**src/rtl/vaddr_xlate.sv**
```systemverilog
module vaddr_xlate #(
  parameter int VA_W  = 32,
  parameter int PA_W  = 30,
  parameter int OFF_W = 9,
  parameter int PTE_W = 32,
  localparam int VPN_W = VA_W - 2 - OFF_W,
  localparam int LEN_W = VPN_W + 1,
  localparam int PFN_W = PA_W - OFF_W
) (
  input  logic             clk,
  input  logic             rst_n,
  input  logic             req_valid,
  input  logic [VA_W-1:0]  req_va,
  output logic             req_ready,
  input  logic [PA_W-1:0]  sys_base,
  input  logic [LEN_W-1:0] sys_len,
  input  logic [VA_W-1:0]  p0_base,
  input  logic [LEN_W-1:0] p0_len,
  input  logic [VA_W-1:0]  p1_base,
  input  logic [LEN_W-1:0] p1_len,
  output logic             mem_rd_req,
  output logic [PA_W-1:0]  mem_rd_addr,
  input  logic             mem_rd_ack,
  input  logic [PTE_W-1:0] mem_rd_data,
  output logic             resp_valid,
  output logic [PA_W-1:0]  resp_pa,
  output logic [1:0]       resp_fault
);

  localparam logic [1:0] RG_P0 = 2'b00, RG_P1 = 2'b01, RG_SYS = 2'b10;
  localparam logic [1:0] F_OK = 2'd0, F_RSV = 2'd1, F_LEN = 2'd2, F_INV = 2'd3;

  typedef enum logic [1:0] {S_IDLE, S_SYS, S_USR, S_RESP} st_t;

  st_t              st;
  logic             nested_q;
  logic [OFF_W-1:0] off_q, pte_off_q;
  logic [PA_W-1:0]  addr_q, pa_q;
  logic [1:0]       fault_q;

  wire [1:0]       rgn    = req_va[VA_W-1 -: 2];
  wire [VPN_W-1:0] vpn    = req_va[VA_W-3:OFF_W];
  wire [LEN_W-1:0] vpn_x  = {1'b0, vpn};
  wire [VA_W-1:0]  ubase  = rgn[0] ? p1_base : p0_base;
  wire [VA_W-1:0]  pte_va = ubase + VA_W'({vpn, 2'b00});
  wire             is_sys = (rgn == RG_SYS);
  wire [VA_W-1:0]  sva    = is_sys ? req_va : pte_va;
  wire [VPN_W-1:0] svpn   = sva[VA_W-3:OFF_W];
  wire [PA_W-1:0]  s_addr = sys_base + PA_W'({svpn, 2'b00});

  wire len_bad = (rgn == RG_P0  && vpn_x >= p0_len) ||
                 (rgn == RG_P1  && vpn_x <  p1_len) ||
                 (is_sys        && vpn_x >= sys_len);
  wire nest_rsv = !is_sys && (sva[VA_W-1 -: 2] != RG_SYS);
  wire nest_len = !is_sys && ({1'b0, svpn} >= sys_len);

  wire             pte_ok  = mem_rd_data[PTE_W-1];
  wire [PFN_W-1:0] pte_pfn = mem_rd_data[PFN_W-1:0];
  logic unused_pte_bits;
  assign unused_pte_bits = ^mem_rd_data[PTE_W-2:PFN_W];

  assign req_ready   = (st == S_IDLE);
  assign mem_rd_req  = (st == S_SYS) || (st == S_USR);
  assign mem_rd_addr = addr_q;
  assign resp_valid  = (st == S_RESP);
  assign resp_pa     = pa_q;
  assign resp_fault  = fault_q;

  always_ff @(posedge clk or negedge rst_n) begin
    if (!rst_n) begin
      st        <= S_IDLE;
      nested_q  <= 1'b0;
      off_q     <= '0;
      pte_off_q <= '0;
      addr_q    <= '0;
      pa_q      <= '0;
      fault_q   <= F_OK;
    end else begin
      case (st)
        S_IDLE: if (req_valid) begin
          off_q     <= req_va[OFF_W-1:0];
          pte_off_q <= sva[OFF_W-1:0];
          nested_q  <= !is_sys;
          pa_q      <= '0;
          fault_q   <= F_OK;
          if (rgn == 2'b11) begin
            fault_q <= F_RSV;
            st      <= S_RESP;
          end else if (len_bad) begin
            fault_q <= F_LEN;
            st      <= S_RESP;
          end else if (nest_rsv) begin
            fault_q <= F_RSV;
            st      <= S_RESP;
          end else if (nest_len) begin
            fault_q <= F_LEN;
            st      <= S_RESP;
          end else begin
            addr_q <= s_addr;
            st     <= S_SYS;
          end
        end
        S_SYS: if (mem_rd_ack) begin
          if (!pte_ok) begin
            fault_q <= F_INV;
            st      <= S_RESP;
          end else if (nested_q) begin
            addr_q <= {pte_pfn, pte_off_q};
            st     <= S_USR;
          end else begin
            pa_q <= {pte_pfn, off_q};
            st   <= S_RESP;
          end
        end
        S_USR: if (mem_rd_ack) begin
          if (!pte_ok) fault_q <= F_INV;
          else         pa_q    <= {pte_pfn, off_q};
          st <= S_RESP;
        end
        default: st <= S_IDLE;
      endcase
    end
  end

endmodule

```
**config.mk**
```make
export PLATFORM = sky130hd
export DESIGN_NAME = vaddr_xlate
export DESIGN_NICKNAME = d
export VERILOG_FILES = /design/src/rtl/vaddr_xlate.sv
export SDC_FILE = /design/constraint.sdc
export NUM_CORES = 1
export LEC_CHECK = 0
export BUFFER_PORTS_ARGS = -buffer_cell sky130_fd_sc_hd__buf_2
export CAP_MARGIN = 20
export CELL_PAD_IN_SITES_DETAIL_PLACEMENT = 0
export CELL_PAD_IN_SITES_GLOBAL_PLACEMENT = 1
export CORE_UTILIZATION = 41
export DETAILED_ROUTE_END_ITERATION = 7
export HOLD_SLACK_MARGIN = 0.06
export PLACE_DENSITY_LB_ADDON = 0.25
export SKIP_LAST_GASP = 1
export SYNTH_ARGS = -nofsm -noshare
export SYNTH_HDL_FRONTEND = slang
export SYNTH_SLANG_ARGS = --single-unit
```
**constraint.sdc**
```tcl
create_clock -name clk -period 5 [get_ports clk]
set_input_delay 0.25 -clock clk [delete_from_list [all_inputs] [get_ports clk]]
set_output_delay 0.25 -clock clk [all_outputs]
set_load 0.005 [all_outputs]
```
# == Word-level counts from Yosys, hierarchy flattened ==
# Cells that the tools add are included.
# totals
register_bits,83
out_inout_bits,65
elab_cells,89
# op_classes
add_sub_neg,2
magnitude_cmp,4
n_eq_ne,20
n_mux,36
n_reduce_logical,20
# op_table
cell,n
2-to-1 mux 30 bit,14
one-hot mux 30 bit (3 select lines),1
greater-or-equal comparator 21 x 22 -> 1 bit,3
2-to-1 mux 32 bit,2
one-hot mux 30 bit (2 select lines),1
adder 32 x 23 -> 32 bit,1
adder 30 x 23 -> 30 bit,1
2-to-1 mux 2 bit,14
!= test 2 bit (second input constant),13
less-than comparator 21 x 22 -> 1 bit,1
AND reduction 9 bit,1
equality test 2 bit (second input constant),4
AND reduction 7 bit,1
one-hot mux 2 bit (3 select lines),1
logical AND 1 bit,5
equality test 2 x 1 -> 1 bit (second input constant),2
logical NOT 2 bit,2
one-hot mux 2 bit (2 select lines),1
AND reduction 4 bit,1
nonzero test 2 bit,2
logical OR 1 bit,3
AND reduction 3 bit,1
nonzero test 3 bit,1
2-to-1 mux 1 bit,2
4 further kinds,4

# == Logic depth before layout (Yosys ltp) ==
# Gate-level depths: netlist (run 1).
# logic_depth
word_depth,11
depth_mapped,26

# == Least setup slack after synthesis (run 1) ==
# OpenSTA, ideal clock, no wires.
# synth_timing
path_type,input to register
from,in req_va[30]
to,"reg addr_q[0], in the netlist mem_rd_addr[0]"
setup_ns,0.125
t_arrival_ns,5.773
setup_slack_ns,-0.899
path_stages,25
path_cell_list,buf_2 buf_1 clkbuf_1 mux2_2 ha_1 nand2_1 nor4_1 and4bb_1 or2_1 o21a_1 o21ai_1 nand3_1 xnor2_1 o21ai_0 ha_1 a21o_1 a21oi_1 nor2_1 a41o_1 o32ai_1 a21oi_1 or4_4 o22ai_4 buf_6 mux2_4
# synth_via
elab_chain_cells,7
elab_cells_between_ends,22
classes_between,add/sub: 1; order compare: 1; eq/ne: 8; mux: 2; reduce/logical: 10
# synth_lines
element,line,source
start: declaration,13,"input logic [VA_W-1:0] req_va,"
2-to-1 mux 32 bit,44,wire [VA_W-1:0] ubase = rgn[0] ? p1_base : p0_base;
adder 32 x 23 -> 32 bit,45,"wire [VA_W-1:0] pte_va = ubase + VA_W'({vpn, 2'b00});"
2-to-1 mux 32 bit,47,wire [VA_W-1:0] sva = is_sys ? req_va : pte_va;
greater-or-equal comparator 21 x 22 -> 1 bit or != test 2 bit (tied branches),"55, 54",
logical AND 1 bit (on tied branches),"55, 54",
!= test 2 bit (no line),--,
AND reduction 9 bit (no line) *,--,
end signal: assignment,99,addr_q <= s_addr;
end signal: assignment,108,"addr_q <= {pte_pfn, pte_off_q};"
end: declaration,38,"logic [PA_W-1:0] addr_q, pa_q;"
# Every way passes the cells marked *; elsewhere a longest branch is shown, timed or not.
# A chain may end at the register's enable or synchronous reset.

# == Worst setup path in the final report (run 1) ==
# layout_timing
from,in req_va[30]
to,"reg addr_q[25], in the netlist mem_rd_addr[25]"
# layout_via
elab_chain_cells,10
elab_cells_between_ends,29
classes_between,add/sub: 2; order compare: 1; eq/ne: 8; mux: 8; reduce/logical: 10
# layout_lines
element,line,source
2-to-1 mux 32 bit,44,
adder 32 x 23 -> 32 bit,45,
2-to-1 mux 32 bit,47,
adder 30 x 23 -> 30 bit,49,"wire [PA_W-1:0] s_addr = sys_base + PA_W'({svpn, 2'b00});"
2-to-1 mux 30 bit,95,end else if (nest_len) begin
2-to-1 mux 30 bit,92,end else if (nest_rsv) begin
2-to-1 mux 30 bit,89,end else if (len_bad) begin
2-to-1 mux 30 bit,86,if (rgn == 2'b11) begin
2-to-1 mux 30 bit,80,S_IDLE: if (req_valid) begin
one-hot mux 30 bit (2 select lines),79,case (st)
# Parallel ways exist; a longest one is shown, timed or not. The select of a mux whose other input is x is not followed.

==> results of run 1 <==
-- power breakdown --
group	switching [µW]	internal (µW)	total, µW
Sequential	175	995	1170
Combinational	1450	1590	3040
Clock	274	402	676
-- final cells by class --
class	count	area share, %
Sequential cell	83	16.6
Timing Repair Buffer	449	22.4
Multi-Input combinational cell	853	53.2
Clock buffer	11	1.94
Clock inverter	5	0.491
Tap cell	275	2.75
Inverter	82	2.46
Antenna cell	5	0.100
-- flip-flops by register name, summed over array words and instances (netlist names) --
name / count
mem_rd_addr: 30
nested_q: 1
off_q: 9
pte_off_q: 9
resp_fault: 2
resp_pa: 30
st: 2
-- through the flow --
stage	instances	setup slack, ns	total power (µW)	instance area [µm²]
after floorplan	1054	-0.148	2970	9060
after global placement	1721	-0.721	3880	11700
after detailed placement	1721	-0.846	3950	11700
after CTS	1752	-0.0777	4860	12400
after global routing	1763	-0.259	5280	12500
final	1763	-0.0709	4880	12500
-- what timing repair did --
action,4_1_cts,5_1_grt
pin swaps,37,13
cloned,2,1
setup endpoints to repair,30,30
buffers inserted,12,6
resized for setup,48,15
hold endpoints to repair,26,0
hold buffers,1,0
-- worst reg2reg max path, delay by kind of cell (launching register included) --
kind | cells | cell delay, ns
adders and majority gates | 1 | 0.42
and+or+nand+nor | 2 | 0.92
AOI/OAI and AO/OA | 2 | 0.57
DFF | 1 | 0.40
buffers and inverters | 1 | 0.11
-- worst max-delay path by stage --
stage / cells after the start / slack [ns] / start / to
6_report: 27 / -0.07 / req_va[30] / mem_rd_addr[25]
4_1_cts: 28 / -0.08 / req_va[30] / mem_rd_addr[15]
5_1_grt: 27 / -0.26 / req_va[30] / mem_rd_addr[25]
3_3_place_gp: 25 / -0.72 / req_va[30] / mem_rd_addr[17]
2_1_floorplan: 26 / -0.15 / req_va[30] / mem_rd_addr[0]
3_5_place_dp: 25 / -0.85 / req_va[30] / mem_rd_addr[21]
-- logic make-up after synthesis --
kind of cell               after synthesis  share of synthesized area, %
xor gates and xnor gates                46                          4.58
muxes                                   77                          11.0
and+or+nand+nor                        297                          15.4
AOI/OAI and AO/OA                      302                          21.3
buffers and inverters                  118                          5.30
adders and majority gates              131                          18.8
DFF                                     83                          23.6
-- cell usage after synthesis (3+ instances only) --
| library cell | n | area (µm²) |
|---|---|---|
| o21ai_1 | 7 | 35.0 |
| nor2b_1 | 12 | 75.1 |
| o31ai_1 | 11 | 82.6 |
| nor4_1 | 4 | 25.0 |
| a31oi_1 | 5 | 31.3 |
| a21boi_0 | 3 | 22.5 |
| a21o_1 | 30 | 225 |
| and2_1 | 5 | 31.3 |
| o211ai_1 | 6 | 45.0 |
| a21oi_1 | 64 | 320 |
| o22ai_1 | 4 | 25.0 |
| and3_1 | 6 | 37.5 |
| xor2_1 | 32 | 280 |
| mux2i_1 | 12 | 120 |
| buf_6 | 3 | 33.8 |
| o2111ai_1 | 5 | 43.8 |
| nand2_1 | 150 | 563 |
| clkbuf_1 | 31 | 116 |
| mux2_4 | 30 | 450 |
| ha_1 | 129 | 1610 |
| nand3_1 | 16 | 80.1 |
| nand3b_1 | 3 | 22.5 |
| nor3_1 | 10 | 50.1 |
| inv_1 | 81 | 304 |
| nand4_1 | 11 | 68.8 |
| dfrtp_1 | 83 | 2080 |
| mux2_2 | 35 | 394 |
| o21bai_1 | 4 | 30.0 |
| nand2b_1 | 12 | 75.1 |
| nor2_1 | 53 | 199 |
| xnor2_1 | 14 | 123 |
| a211oi_1 | 17 | 128 |
| o21a_1 | 10 | 75.1 |
| o21ai_0 | 110 | 551 |
| or2_2 | 3 | 18.8 |
-- routing by layer --
metal	part of all wire, %	wire length, µm	track usage [%]	vias to the layer above
met5	0	0	0	-
met4	2.5	694	8.71	0
met3	4.8	1360	2.79	43
met2	47	13200	42.9	257
met1	46	13000	33.8	4071
li1	-	-	-	4624
==> run metrics, run 1 <==
maximum clock insertion buffer count 2; Die W 148 µm; R2R Path Start st[1]; HP Start mem_rd_data[15]; clk sinks 83; failing checks setup timing; Buf/Inv on CP 5; # rows 53; Min Clock Period, post-route 5.07 ns; Worst EP arrival 5.29 ns; commonest register cell after synthesis dfrtp_1; Sum Neg Setup Slack -1.54 ns; Clock transition at path regs 0.06 ns; Setup CP Type in2reg; clk_lat worst skew 0.34 ns; status finished with violations; cts bufs inserted 9; vias per cell 5.10; Req. time, crit path 5.22 ns; Yosys warning count 0; largest net degree at the start of global routing 61; type of origin of the critical path primary input; PD cells 391 nW/µm²; storage element area 2080 µm²; Pleak 0.00648 µW; final setup fails 30; Post-Route Skew 0.00594 ns; final max-slew violation count 0; reg-to-reg endpoint resp_pa[9]; worst setup margin -0.0709 ns; nets@finish 1837; CP endpoint kind flip-flop; hold depth 3; Distinct cells, synth 67; Most common cell on crit path a21oi_2; Worst Hold Path EP resp_pa[24]; RSZ-0062 raised after global routing yes; Max Cap Viol 0; DR WL/cell 16.0 µm; DRT antenna net count 0; Core Util, Final 59.4%; CP top delay family compound AO/OA/AOI/OAI gates; HPWL Detailed 23.3 mm; initial antenna violation count 5; synthesis-to-layout area growth 42.0%; Post-synth EDFFs 0; Hold Crit Class in2reg; First-pass DRT Iterations 5; share of cells above drive strength 1 39.9%; Post-Syn Area 8800 µm²; DR iter-0 viols 341; CTS Root Cell clkbuf_16; multi-input combinational cell area 6650 µm²; routability congestion estimate 0.937; flop-to-flop setup slack 2.42 ns; CTS tree done; critical path fanouts, max 8; gr usage total 25.5%; Post-Synthesis Cells 1054; die area 22000 µm²; core box area 21000 µm²; asr flop ratio synth 100%; Port Buf Inserts 282; post-synthesis sequential area ratio 23.6%; Slew headroom 34.9%; via count 8995; initial cell density of the core 41.8%; f_max 0.197 GHz; Worst-Margin Slew 0.974 ns; cells on worst reg2reg path 6; Hold Vio Cnt, Final 0; average size of a mapped cell 8.35 µm²; drt drc 0; Worst path max stage delay 0.50 ns; most common cell after layout, fill and taps aside buf_2; flops & latches, synth 83; most frequent cells in the layout buf_2, buf_4, nand2_1; Final Hold Slack 0.158 ns; Max IR drop VDD 0.000245 V; Final Cycle Share 101%; total gr overflow 0; Max stage delay cell, worst path or4_4; Mapped Nets 1413; first-pass GRT wire length 44.4 mm; vias in the first global route 8900; final wirelength 28.2 mm; I/O pin count 293; H-tree Lvls 3; fill count 1979; die height 148 µm
Power figures use the tool's default switching activity.
==> run 2: changes to the inputs <==
Settings changed: CELL_PAD_IN_SITES_GLOBAL_PLACEMENT 1 to 2, CORE_UTILIZATION 41 to 32.
==> run 2 against run 1 <==
  * The run still ends with setup timing left
  * Sequential share of layout area fell by 0.17 points
  * Register-to-register slack worse by 0.10 ns
  * First-iteration DRC count rose by 30%
  * Critical path type unchanged
==> run metrics, run 2 (same netlist as run 1, synthesis figures left out) <==
CTS Root Cell clkbuf_16 (unchanged); H-tree Lvls 3 (unchanged); flop-to-flop setup slack 2.32 ns (was 2.42 ns); clk_lat worst skew 0.34 ns (about the same); failing checks setup timing (unchanged); met1 Use GR 28.8% (was 33.8%); vias in the first global route 8841 (was 8900); final setup fails 30 (unchanged); routability congestion estimate 0.865 (was 0.937); type of origin of the critical path primary input (unchanged); reg-to-reg endpoint mem_rd_addr[29] (was resp_pa[9]); met2 Usage GRT 35.1% (was 42.9%); DP Worst Slack -0.771 ns (was -0.846 ns); most frequent cells in the layout buf_2, buf_4, nand2_1 (unchanged); final max-slew violation count 0 (unchanged); Worst EP arrival 5.30 ns (was 5.29 ns); CTS tree done (unchanged); # rows 60 (was 53); final wirelength 29.9 mm (was 28.2 mm); Hold Vio Cnt, Final 0 (unchanged); gr usage total 21.0% (was 25.5%); Req. time, crit path 5.23 ns (was 5.22 ns); first-pass GRT wire length 46.4 mm (was 44.4 mm); Slew headroom 33.9% (was 34.9%); global routing's busiest layer met2 (unchanged); cells on worst reg2reg path 10 (was 6); Setup CP Type in2reg (unchanged); initial antenna violation count 2 (was 5); worst setup margin -0.0756 ns (was -0.0709 ns); via count 8977 (was 8995); clk sinks 83 (unchanged); Pleak 0.00655 µW (was 0.00648 µW); Psw 1920 µW (was 1900 µW); DRT antenna net count 0 (unchanged); Comb pwr share 61.8% (was 62.2%); First-pass DRT Iterations 5 (unchanged); Min Clock Period, post-route 5.08 ns (was 5.07 ns); crit path to mem_rd_addr[29] (was mem_rd_addr[25]); total gr overflow 0 (unchanged); share of cells above drive strength 1 39.9% (about the same); Max Cap Viol 0 (unchanged); initial cell density of the core 32.6% (was 41.8%); vias per cell 4.88 (was 5.10); R2R Path Start st[1] (unchanged); nets@finish 1853 (was 1837); Flop pwr share 23.6% (was 24.0%); status finished with violations (unchanged); synthesis-to-layout area growth 43.5% (was 42.0%); critical path fanouts, max 7 (was 8); HPWL Detailed 25.3 mm (was 23.3 mm); most common cell after layout, fill and taps aside buf_2 (unchanged); met3 usage 2.33% (was 2.79%); maximum clock insertion buffer count 2 (unchanged); Clock transition at path regs 0.06 ns (about the same); critical path startpoint req_va[30] (unchanged); Worst-Margin Slew 0.989 ns (was 0.974 ns); CP endpoint kind flip-flop (unchanged); die height 168 µm (was 148 µm); largest net degree at the start of global routing 61 (unchanged); internal power 3060 µW (was 2990 µW); Max IR drop VDD 0.000216 V (was 0.000245 V); Hold Crit Class in2reg (unchanged); switching fraction of total power 38.5% (was 38.8%); Clock power frac 14.6% (was 13.9%); Port Buf Inserts 282 (unchanged); DR iter-0 viols 445 (was 341); DR WL/cell 16.3 µm (was 16.0 µm); drt drc 0 (unchanged); I/O pin count 293 (unchanged); cts bufs inserted 9 (unchanged); f_max 0.197 GHz (about the same); Post-Route Skew 0.00547 ns (was 0.00594 ns); Final Cycle Share 102% (was 101%); core box area 27000 µm² (was 21000 µm²); PD cells 395 nW/µm² (was 391 nW/µm²); RSZ-0062 raised after global routing yes (unchanged); die area 28200 µm² (was 22000 µm²); Final Hold Slack 0.163 ns (was 0.158 ns); Die W 168 µm (was 148 µm)
## run 2: cell types whose count changed in the layout (fill, tap and decap cells not counted), moves of 4 or more
| cell | previous run | this run |
|---|---|---|
| a211oi_1 | 10 | 14 |
| a211oi_2 | 6 | 2 |
| buf_4 | 157 | 174 |
| diode_2 | 5 | 1 |
| o21ai_0 | 98 | 104 |
| o21ai_1 | 17 | 10 |
## run 2: area by class of cell
cell class	instances	area [µm²]
Sequential cell	83	2080
Clock inverter	5	85.1
Multi-Input combinational cell	853	6560
Antenna cell	1	2.50
Timing Repair Buffer	465	2920
Tap cell	341	427
Clock buffer	11	243
Inverter	82	308
Fill cell	2736	14300
## run 2: what timing repair did
item | CTS | global route
endpoints found under the setup margin | 30 | 30
setup buffers | 7 | 8
gates cloned | 1 | 2
pin swaps | 8 | 6
resized for setup | 31 | 10
endpoints found under the hold margin | 27 | 0
hold buffers | 1 | 0
## run 2: worst min-delay path by stage
stage / startpoint / end / slack, ns / cells after the start
after floorplan: rst_n / mem_rd_addr[0] / -0.05 / 0
after global placement: rst_n / off_q[7] / 0.20 / 1
after detailed placement: rst_n / resp_pa[4] / 0.19 / 1
after CTS: mem_rd_data[15] / resp_pa[24] / 0.15 / 3
after global routing: mem_rd_data[15] / resp_pa[24] / 0.16 / 3
final: mem_rd_data[15] / resp_pa[24] / 0.16 / 3
## run 2: stage by stage
| step | setup TNS [ns] | total power, µW | cells | cell area (µm²) | util (%) |
|---|---|---|---|---|---|
| after floorplan | -4.45 | 2970 | 1054 | 9060 | - |
| after global placement | -20.43 | 3960 | 1805 | 11900 | 44.3 |
| after CTS | -1.96 | 4900 | 1830 | 12500 | 46.3 |
| after detailed placement | -23.09 | 4020 | 1805 | 11900 | 44.3 |
| final | -1.75 | 4990 | 1841 | 12600 | 46.8 |
| after global routing | -9.33 | 5390 | 1841 | 12600 | 46.8 |
## run 2: layer usage
metal,vias up,share of wire [%]
li1,4657,-
met1,4085,48
met2,207,46
met3,26,3.9
met4,2,1.6
met5,-,0.043
## run 2: worst max-delay path: stages
cell and delay, ns:
buf_12 0.13, mux2_4 0.21, ha_4 0.13, inv_2 0.04, fa_2 0.35, nand2b_4 0.16
a211oi_4 0.28, o2111ai_2 0.18, a21oi_2 0.26, o2111ai_2 0.15, a21oi_2 0.21, xor2_1 0.16
mux2i_1 0.10, o21ai_2 0.16, ha_1 0.26, a21o_1 0.17, a21oi_2 0.16, nor2_4 0.07
a41o_1 0.23, o32ai_4 0.26, a21oi_2 0.06, or4_4 0.50, o22ai_4 0.18, buf_4 0.17
clkbuf_16 0.15, mux2_4 0.29
## run 2: power groups by stage
stage / logic, µW / clock network, µW / registers [µW]
3_3_place_gp: 2790 / 0 / 1180
4_1_cts: 2970 / 748 / 1180
6_report: 3080 / 730 / 1170
2_1_floorplan: 1810 / 0 / 1160
5_1_grt: 3400 / 778 / 1210
3_5_place_dp: 2830 / 0 / 1180
